File: config.mk
export PLATFORM = sky130hd
export DESIGN_NAME = sthx_unit
export DESIGN_NICKNAME = d
export VERILOG_FILES = /design/src/rtl/sthx_pkg.sv /design/src/rtl/sthx_opchk.sv /design/src/rtl/sthx_monitor.sv /design/src/rtl/sthx_fsm.sv /design/src/rtl/sthx_unit.sv
export SDC_FILE = /design/constraint.sdc
export NUM_CORES = 1
export LEC_CHECK = 0
export ABC_AREA = 0
export CORE_MARGIN = 2
export CORE_UTILIZATION = 36
export CTS_CLUSTER_DIAMETER = 100
export CTS_CLUSTER_SIZE = 16
export DETAILED_ROUTE_END_ITERATION = 8
export MAX_ROUTING_LAYER = met4
export PLACE_DENSITY = 0.77
export REMOVE_ABC_BUFFERS = 1
export SYNTH_ARGS = -nofsm -noshare
export SYNTH_HDL_FRONTEND = slang
export SYNTH_SLANG_ARGS = --single-unit
File: constraint.sdc
create_clock -name clk -period 1.7 [get_ports clk]
set_clock_uncertainty 0.15 [all_clocks]
set_input_delay 0.34 -clock clk [delete_from_list [all_inputs] [get_ports clk]]
set_output_delay 0.34 -clock clk [all_outputs]
set_load 0.05 [all_outputs]
File: src/rtl/sthx_pkg.sv
package sthx_pkg;
    typedef enum logic [2:0] {
        ST_IDLE,
        ST_COMMIT,
        ST_REJECT,
        ST_ALIGN,
        ST_ABORT,
        ST_UNDEF
    } sthx_state_e;
endpackage

File: src/rtl/sthx_opchk.sv
module sthx_opchk #(
    parameter int RW = 4
) (
    input  logic [RW-1:0] rd_idx,
    input  logic [RW-1:0] rt_idx,
    input  logic [RW-1:0] rn_idx,
    output logic          illegal
);
    localparam logic [RW-1:0] PC_IDX = {RW{1'b1}};

    logic uses_pc;
    logic overlap;

    always_comb begin
        uses_pc = (rd_idx == PC_IDX) || (rt_idx == PC_IDX) || (rn_idx == PC_IDX);
        overlap = (rd_idx == rt_idx) || (rd_idx == rn_idx);
        illegal = uses_pc || overlap;
    end
endmodule

File: src/rtl/sthx_monitor.sv
module sthx_monitor #(
    parameter int AW = 32
) (
    input  logic          clk,
    input  logic          rst_n,
    input  logic          arm,
    input  logic [AW-1:0] arm_addr,
    input  logic          clear,
    input  logic [AW-1:0] chk_addr,
    output logic          hit
);
    logic          mon_valid;
    logic [AW-1:0] mon_tag;

    always_ff @(posedge clk) begin
        if (!rst_n) begin
            mon_valid <= 1'b0;
            mon_tag   <= '0;
        end else if (clear) begin
            mon_valid <= 1'b0;
        end else if (arm) begin
            mon_valid <= 1'b1;
            mon_tag   <= arm_addr;
        end
    end

    always_comb hit = mon_valid && (mon_tag == chk_addr);
endmodule

File: src/rtl/sthx_fsm.sv
module sthx_fsm
    import sthx_pkg::*;
#(
    parameter bit FAIL_ALIGN_FAULT = 1'b1,
    parameter bit FAIL_ABORT_FAULT = 1'b0
) (
    input  logic        clk,
    input  logic        rst_n,
    input  logic        req,
    input  logic        illegal,
    input  logic        hit,
    input  logic        misaligned,
    input  logic        abort,
    output logic        attempt,
    output sthx_state_e state
);
    sthx_state_e state_nx;

    always_ff @(posedge clk) begin
        if (!rst_n) state <= ST_IDLE;
        else        state <= state_nx;
    end

    always_comb begin
        state_nx = ST_IDLE;
        attempt  = 1'b0;
        if (req) begin
            if (illegal) begin
                state_nx = ST_UNDEF;
            end else begin
                attempt = 1'b1;
                if (misaligned && (hit || FAIL_ALIGN_FAULT))
                    state_nx = ST_ALIGN;
                else if (abort && (hit || FAIL_ABORT_FAULT))
                    state_nx = ST_ABORT;
                else if (hit)
                    state_nx = ST_COMMIT;
                else
                    state_nx = ST_REJECT;
            end
        end
    end
endmodule

File: src/rtl/sthx_unit.sv
module sthx_unit
    import sthx_pkg::*;
#(
    parameter int AW = 32,
    parameter int DW = 32,
    parameter int RW = 4,
    parameter bit FAIL_ALIGN_FAULT = 1'b1,
    parameter bit FAIL_ABORT_FAULT = 1'b0
) (
    input  logic          clk,
    input  logic          rst_n,
    input  logic          ldx_valid,
    input  logic [AW-1:0] ldx_addr,
    input  logic          clrex,
    input  logic          st_valid,
    input  logic          cond_pass,
    input  logic [RW-1:0] rd_idx,
    input  logic [RW-1:0] rt_idx,
    input  logic [RW-1:0] rn_idx,
    input  logic [AW-1:0] base_addr,
    input  logic [DW-1:0] st_data,
    input  logic          xlat_abort,
    output logic          mem_we,
    output logic [AW-1:0] mem_addr,
    output logic [15:0]   mem_wdata,
    output logic          wb_en,
    output logic [RW-1:0] wb_idx,
    output logic [DW-1:0] wb_data,
    output logic          align_fault,
    output logic          data_abort,
    output logic          illegal_op
);
    localparam int HW = 16;
    localparam logic [DW-1:0] STATUS_OK   = '0;
    localparam logic [DW-1:0] STATUS_FAIL = {{(DW-1){1'b0}}, 1'b1};

    logic          req;
    logic          illegal;
    logic          hit;
    logic          attempt;
    sthx_state_e   state;
    logic [AW-1:0] cap_addr;
    logic [HW-1:0] cap_data;
    logic [RW-1:0] cap_rd;

    assign req = st_valid && cond_pass;

    sthx_opchk #(.RW(RW)) u_opchk (
        .rd_idx (rd_idx),
        .rt_idx (rt_idx),
        .rn_idx (rn_idx),
        .illegal(illegal)
    );

    sthx_monitor #(.AW(AW)) u_mon (
        .clk     (clk),
        .rst_n   (rst_n),
        .arm     (ldx_valid),
        .arm_addr(ldx_addr),
        .clear   (attempt || clrex),
        .chk_addr(base_addr),
        .hit     (hit)
    );

    sthx_fsm #(
        .FAIL_ALIGN_FAULT(FAIL_ALIGN_FAULT),
        .FAIL_ABORT_FAULT(FAIL_ABORT_FAULT)
    ) u_fsm (
        .clk       (clk),
        .rst_n     (rst_n),
        .req       (req),
        .illegal   (illegal),
        .hit       (hit),
        .misaligned(base_addr[0]),
        .abort     (xlat_abort),
        .attempt   (attempt),
        .state     (state)
    );

    always_ff @(posedge clk) begin
        if (!rst_n) begin
            cap_addr <= '0;
            cap_data <= '0;
            cap_rd   <= '0;
        end else if (req) begin
            cap_addr <= base_addr;
            cap_data <= st_data[HW-1:0];
            cap_rd   <= rd_idx;
        end
    end

    always_comb begin
        mem_we      = 1'b0;
        wb_en       = 1'b0;
        wb_data     = STATUS_OK;
        align_fault = 1'b0;
        data_abort  = 1'b0;
        illegal_op  = 1'b0;
        mem_addr    = cap_addr;
        mem_wdata   = cap_data;
        wb_idx      = cap_rd;
        unique case (state)
            ST_IDLE:   ;
            ST_COMMIT: begin
                mem_we  = 1'b1;
                wb_en   = 1'b1;
                wb_data = STATUS_OK;
            end
            ST_REJECT: begin
                wb_en   = 1'b1;
                wb_data = STATUS_FAIL;
            end
            ST_ALIGN:  align_fault = 1'b1;
            ST_ABORT:  data_abort  = 1'b1;
            ST_UNDEF:  illegal_op  = 1'b1;
            default:   ;
        endcase
    end
endmodule

# --- Word level (Yosys, flattened, before mapping) ---
# Index checks and enable logic that the tools add are counted.
word_totals:
  register_bits: 88
  input_bits: 115
op_classes:
  eq_ne: 11
  n_mux: 12
  bitwise_logic: 3
  n_reduce_logical: 13
op_table:
  columns: ["operator", "n"]
  rows:
  - ["== test 32 bit", 1]
  - ["== test 4 bit, second input constant", 3]
  - ["two-way mux 3 bit", 3]
  - ["== test 4 bit", 2]
  - ["two-way mux 1 bit", 8]
  - ["== test 3 x 2 -> 1 bit, second input constant", 2]
  - ["== test 3 bit, second input constant", 2]
  - ["logical OR 1 bit", 5]
  - ["AND reduction 2 bit", 2]
  - ["OR reduction 2 bit", 2]
  - ["== test 3 x 1 -> 1 bit, second input constant", 1]
  - ["logical AND 1 bit", 3]
  - ["NOT 1 bit", 3]
  - ["OR reduction 3 bit", 1]
  - ["two-way mux 2 bit", 1]

# --- Depth between registers and ports, before layout ---
# Gate-level depths: netlist of run 1.
depth:
  depth_word: 9
  ltp_mapped: 6
  mapped_depth_nobuf: 5

# --- Cells and area by module ---
# A second synthesis of run 1 with hierarchy kept.
unflattened:
  hier_cells: 494
  hier_area_um2: 4379.2
by_module_without_submodules:
  columns: ["mod", "n_inst", "cells_each", "area_each_um2"]
  rows:
  - ["sthx_unit", 1, 279, 2580.0]
  - ["sthx_monitor", 1, 187, 1574.0]
  - ["sthx_fsm", 1, 13, 112.6]
  - ["sthx_opchk", 1, 15, 112.6]

# --- Worst setup path before layout of run 1 ---
# Ideal clock, no wire load.
synth_path:
  kind: "register to output"
  from: "register u_fsm.state[1]"
  to: "output port wb_en"
  arrival_time_ps: 1942
  t_required_ps: 1210
  setup_slack_ps: -732
  stages_incl_launch_ff: 4
  n_path_buf: 0
  cell_sequence: "dfxtp_1 inv_1 nor3_1 or2_2"
synth_between:
  elab_chain_cells: 3
  elab_cells_between_ends: 4
  cone_classes: "eq/ne: 2; mux: 1; reduce/logical: 1"
synth_lines:
  columns: ["element", "line", "source"]
  rows:
  - ["start: declaration", "sthx_fsm.sv:15", "output sthx_state_e state"]
  - ["start signal: assignment", "sthx_fsm.sv:21", "else state <= state_nx;"]
  - ["== test 3 x 2 -> 1 bit / == test 3 x 1 -> 1 bit (equally long branches)", "sthx_unit.sv:102", "unique case (state)"]
  - ["OR reduction 2 bit (no source line) *", null, null]
  - ["two-way mux 1 bit *", "sthx_unit.sv:102", null]
  - ["end: declaration", "sthx_unit.sv:26", "output logic wb_en,"]
# Mark *: on every way between the ends. The rest lies on a longest branch, timed or not.

# --- Final worst setup path of run 1 ---
layout_path:
  from: "register u_mon.mon_tag[18]"
  to: "register u_fsm.state[0]"
layout_between:
  elab_chain_cells: 6
  elab_cells_between_ends: 7
  cone_classes: "eq/ne: 1; mux: 4; reduce/logical: 2"
layout_lines:
  columns: ["element", "line", "source"]
  rows:
  - ["start: declaration", "sthx_monitor.sv:13", "logic [AW-1:0] mon_tag;"]
  - ["start signal: assignment", "sthx_monitor.sv:23", "mon_tag <= arm_addr;"]
  - ["== test 32 bit *", "sthx_monitor.sv:27", "always_comb hit = mon_valid && (mon_tag == chk_addr);"]
  - ["logical AND 1 bit *", "sthx_monitor.sv:27", null]
  - ["two-way mux 2 bit / logical AND 1 bit (equally long branches)", "sthx_fsm.sv:36, sthx_fsm.sv:34", null]
  - ["two-way mux 3 bit *", "sthx_fsm.sv:34", "else if (abort && (hit || FAIL_ABORT_FAULT))"]
  - ["two-way mux 3 bit *", "sthx_fsm.sv:32", "if (misaligned && (hit || FAIL_ALIGN_FAULT))"]
  - ["two-way mux 3 bit *", "sthx_fsm.sv:28", "if (illegal) begin"]
# Marked as above.
# A chain may end at the register's enable or synchronous reset.

==> results.ini, run 1 <==
[grt]
grt_usage_pct=20.13
grt_pass1_vias=3869
grt_overflow=0
grt_max_degree=67
grt_pass1_wl_mm=18.14
antenna_found_initial=1

[cells_and_area]
drive_gt1_share_pct=23.46
instances_no_fill=806
layout.nets=775
final_cell_mix=nand2_1, dfxtp_1, buf_12
fin_util_pct=63.01
syn2layout_area_growth_pct=71.40
final_common_cell=nand2_1

[clock_tree]
clk_pin_slew_ns=0.09
cts_made_buffers=9
cts_tree=built
ctsLongestPathBuffers=2
cts_hold_buf=0
cts_root_buffer=clkbuf_8
cts_max_level=3
numClockSinks=88
insertion_delay_ns=0.35

[placed_design]
gp_congestion=0.7466
dp_hpwl_mm=8.007
port_buffers=156
placedCellCount=781

[synth]
synth_area_per_cell_um2=8.149
synthTopCellsByArea=dfxtp_1, nand2_1, a21boi_0
ys_types=35
synth_edf_count=0
yosysWarnings=0
syn_area_um2=3985
synth_largest_area_cell=dfxtp_1
synthFlopType=dfxtp_1
synth_cells=489
synth_top_area_share_pct=44.21
ys_seq_elements=88
ys_seq_area_share_pct=44.21
async_flop_share_pct=0

[min_path]
hold_class=input port to flop
hold_depth=4

[critical_path]
crit_path_start_kind=flop
worstPathMaxFanout=2
end_kind=flop
rr_worst_depth=5
reg2reg_slack_ns=-0.20
required_ns=1.82
path_class=flop to flop
arrival_ns=2.02

[pwr]
leakage_nw=2.733
ir_drop_mv=0.3640
power.total_w=0.005189
pwr_density_cell_nw_per_um2=759.6

[timing]
finalHoldViolCount=0
drv_slew=0
setup_ws_ns=-0.2016
finalSetupViolations=7
fmax_mhz=525.9
hold-worst-slack_ns=0.2359
fin_crit_ns=1.902
rsz0062_at_grt=true
tns_ns=-0.6064
finalCritPeriodShare_pct=111.9

[routing]
postRouteAntennaNets=0
via_per_inst=4.757
num_vias=3834
post-route-drc-count=0
first_pass_iters=4
drt_iter0_markers=116
wl_per_cell_um=14.48
wirelength_mm=11.67

[die]
rows=38
dieArea_um2=11930
fp.dieW_um=109.2
ioPinCount=204
initial_core_util_pct=36.76
die_h_um=109.2
coreArea_um2=10840

[run]
max-cap-violations=0

[status]
violations=setup timing
status=finished, violations left

-- critical path, cell delays in order, from the launching register on --
cell and delay (ns):
dfxtp_1 0.37, xnor2_1 0.13, nand4_1 0.14, or4_1 0.51, or3_1 0.39, a31oi_1 0.14
-- final timing paths --
check,end,startpoint
setup / recovery,u_fsm.state[0]$_SDFF_PN0_,u_mon.mon_tag[18]$_SDFFE_PN0P_
hold / removal,wb_idx[3]$_SDFFE_PN0P_,rd_idx[3]
setup reg to reg,u_fsm.state[0]$_SDFF_PN0_,u_mon.mon_tag[18]$_SDFFE_PN0P_
hold reg to reg,u_mon.mon_tag[11]$_SDFFE_PN0P_,u_mon.mon_tag[11]$_SDFFE_PN0P_
-- state kept, by name (all words and copies together), names as in the netlist --
signal,flops
mem_addr,32
mem_wdata,16
u_fsm.state,3
u_mon.mon_tag,32
u_mon.mon_valid,1
wb_idx,4
-- synthesized netlist by cell type, drive strengths merged, types with 3 or more instances --
| cell type | number |
|---|---|
| a21oi | 3 |
| inv | 4 |
| nor2 | 4 |
| dfxtp | 88 |
| nor4 | 6 |
| xor2 | 27 |
| xnor2 | 12 |
| o21ai | 32 |
| buf | 37 |
| a21boi | 52 |
| clkbuf | 24 |
| nand4 | 7 |
| nand2 | 139 |
| nand3 | 35 |
-- routing by layer --
layer  GRT usage (%)  vias up  wire (um)
met5               -        -          0
li1                -     1894          -
met4           6.781        0        139
met2           35.76      135       6145
met1           22.70     1792       4707
met3           3.706       13        674
-- layout make-up --
type	count	area (um^2)
Clock buffer	13	148.9
Inverter	4	15.01
Tap cell	140	175.2
Fill cell	885	4010
Sequential cell	88	1769
Clock inverter	3	65.06
Multi-Input combinational cell	366	2136
Antenna cell	1	2.502
Timing Repair Buffer	191	2519
-- kinds of logic after synthesis --
| group | share of synthesized area [%] |
|---|---|
| AO/OA/AOI/OAI | 15.70 |
| XOR/XNOR | 8.571 |
| buffers and inverters | 9.167 |
| flip-flops | 44.21 |
| other | 0.09410 |
| AND/OR/NAND/NOR | 22.26 |
-- metrics by stage --
stage / setup slack (ns) / area, um^2
2_1_floorplan: -1.608 / 3747
3_3_place_gp: -0.7985 / 6356
3_5_place_dp: -0.8260 / 6356
4_1_cts: -0.1915 / 6794
5_1_grt: -0.2746 / 6830
6_report: -0.2016 / 6830
-- power by group --
group / internal (W) / switching, W
combinational: 0.000628 / 0.000729
sequential: 0.00216 / 0.0000873
clock: 0.000869 / 0.000715
-- timing repair --
item                                    CTS  global route
endpoints found under the hold margin     0             0
gates cloned                              4             0
gates resized for setup                 105            34
pin swaps                                23            12
endpoints found under the setup margin   41            41
buffers inserted                          7             0
Note: power is estimated with default switching activity, not from simulation.
==> run 2: changes to the inputs <==
--- a/config.mk
+++ b/config.mk
@@ -6,7 +6,6 @@
 export NUM_CORES = 1
 export LEC_CHECK = 0
 export ABC_AREA = 0
-export CORE_MARGIN = 2
 export CORE_UTILIZATION = 36
 export CTS_CLUSTER_DIAMETER = 100
 export CTS_CLUSTER_SIZE = 16
==> results.ini, run 2 (synthesis gave the netlist of run 1 again) <==
[placed_design]
place_area_um2=6379  ; +0.35%
port_buffers=156  ; unchanged
dp_hpwl_mm=7.883  ; -1.6%
gp_congestion=0.7371  ; -1.3%
placedCellCount=784  ; +0.38%

[grt]
grt_overflow=0  ; unchanged
grt_pass1_vias=3818  ; -1.3%
grt_usage_pct=20.03  ; -0.10 points
antenna_found_initial=1  ; unchanged
grt_max_degree=49  ; -27%
grt_pass1_wl_mm=17.55  ; -3.2%

[routing]
post-route-drc-count=0  ; unchanged
postRouteAntennaNets=0  ; unchanged
wl_per_cell_um=13.74  ; -5.1%
route.met3.wl_um=577  ; -14%
wl_met2_mm=5.713  ; -7.0%
first_pass_iters=4  ; unchanged
wirelength_mm=11.10  ; -4.9%
via_per_inst=4.660  ; -2.0%
routed.top_layer=met4
drt_iter0_markers=136  ; +17%
wl_met1_mm=4.589  ; -2.5%
num_vias=3765  ; -1.8%

[timing]
fmax_mhz=545.6  ; +3.8%
finalCritPeriodShare_pct=107.8  ; -4.0 points
setup_ws_ns=-0.1328  ; +0.06884 ns
rsz0062_at_grt=true
hold-worst-slack_ns=0.2379  ; +0.002039 ns
fin_crit_ns=1.833  ; -0.06884 ns
drv_slew=0  ; unchanged
finalSetupViolations=6  ; -1
finalHoldViolCount=0  ; unchanged

[critical_path]
required_ns=1.83  ; about the same
crit_chain=clkdlybuf4s50_1 > xor2_1 > nor4_2 > buf_4 > nand4_1 > buf_4 > nand4bb_1 > a21oi_1
cpPeakStageDelay_ns=0.44  ; -0.07 ns
crit_path_top_delay_cell=clkdlybuf4s50_1
end_kind=flop
arrival_ns=1.97  ; -0.05 ns
cp_common_cell=buf_4
crit_path_start_kind=input port
path_class=input port to flop
worstPathMaxFanout=2  ; unchanged

[clock_tree]
cts_tree=built
insertion_delay_ns=0.35  ; about the same
ctsLongestPathBuffers=2  ; unchanged
cts_max_level=3  ; unchanged
cts_made_buffers=9  ; unchanged
numClockSinks=88  ; unchanged
clk_pin_slew_ns=0.08  ; about the same
cts_root_buffer=clkbuf_8

[status]
status=finished, violations left
violations=setup timing

[cells_and_area]
layout.nets=778  ; +0.39%
fillers=880  ; -0.56%
stdcell_area_um2=6863  ; +0.48%
final_common_cell=nand2_1
final_cell_mix=nand2_1, dfxtp_1, clkdlybuf4s50_1, buf_12, a21boi_0
syn2layout_area_growth_pct=72.21
instances_no_fill=808  ; +0.25%
drive_gt1_share_pct=23.24  ; -0.22 points

[die]
ioPinCount=204  ; unchanged
initial_core_util_pct=36.92  ; +0.16 points
dieArea_um2=11490  ; -3.6%
fp.dieW_um=107.2  ; -1.8%
rows=38  ; unchanged
die_h_um=107.2  ; -1.8%
coreArea_um2=10790  ; -0.44%

[run]
max-cap-violations=0  ; unchanged

[pwr]
leakage_nw=2.724  ; -0.33%
ir_drop_mv=0.4440  ; +22%
pwr_density_cell_nw_per_um2=758.6  ; -0.13%

[min_path]
hold_class=input port to flop

-- run 2: cell types whose count changed in the layout (fill, tap and decap cells not counted), moves of 3 or more --
cell,previous run,this run
nand3_1,32,26
o21ai_2,13,2
buf_2,3,6
buf_6,6,2
o21ai_1,14,27
dlygate4sd2_1,31,22
clkdlybuf4s50_1,56,65
buf_4,21,24
nand3_2,3,9
-- run 2: worst paths after layout --
kind	startpoint	end	slack (ns)	depth (start not counted)
worst max-delay path	base_addr[28]	u_fsm.state[2]$_SDFF_PN0_	-0.13	8
worst min-delay path	rst_n	u_mon.mon_tag[11]$_SDFFE_PN0P_	0.24	3
worst max register to register	u_mon.mon_tag[7]$_SDFFE_PN0P_	u_fsm.state[2]$_SDFF_PN0_	-0.13	7
worst min register to register	u_mon.mon_tag[0]$_SDFFE_PN0P_	u_mon.mon_tag[0]$_SDFFE_PN0P_	0.32	2
-- run 2: cell type report --
| cell class | instances | area (um^2) | area share [%] |
|---|---|---|---|
| diodes | 1 | 2.502 | 0.03646 |
| flip-flops and latches | 88 | 1768 | 25.76 |
| clock inverters | 3 | 65.06 | 0.9480 |
| clock buffers | 12 | 155.1 | 2.261 |
| multi-input cells | 366 | 2125 | 30.96 |
| repair buffers | 194 | 2557 | 37.27 |
| well taps | 140 | 175.2 | 2.552 |
| inverters | 4 | 15.01 | 0.2188 |
-- run 2: through the flow --
stage	power [W]	setup TNS (ns)	setup slack, ns	utilization [%]
floorplan	0.002858	-57.55	-1.608	-
global placement	0.003555	-24.50	-0.7149	59.10
detailed placement	0.003581	-28.15	-0.7000	59.10
CTS	0.005224	-0.5504	-0.1330	62.68
global route	0.005423	-1.294	-0.2474	63.59
finish	0.005206	-0.5558	-0.1328	63.59
-- run 2: repair_timing --
item	4_1_cts	5_1_grt
gates resized for setup	88	34
endpoints found under the setup margin	41	38
hold buffers	0	0
setup buffers	3	1
pin swaps	22	9
cloned	4	1
-- run 2: critical path, delay by kind of cell --
| kind | cells | cell delay [ns] |
|---|---|---|
| buffers and inverters | 3 | 0.79 |
| and+or+nand+nor | 3 | 0.51 |
| xor gates and xnor gates | 1 | 0.18 |
| AOI/OAI and AO/OA | 1 | 0.14 |
-- run 2: where the power goes --
part | internal [W] | switching (W) | total [W]
Clock | 0.000899 | 0.000705 | 0.00160
Sequential | 0.00216 | 0.0000914 | 0.00225
Combinational | 0.000637 | 0.000714 | 0.00135
Total | 0.00370 | 0.00151 | 0.00521
-- run 2: layer usage --
| layer | track usage (%) | vias to the layer above |
|---|---|---|
| met5 | - | - |
| met4 | 8.023 | 0 |
| met3 | 3.769 | 19 |
| met2 | 35.21 | 129 |
| met1 | 22.32 | 1717 |
| li1 | - | 1900 |
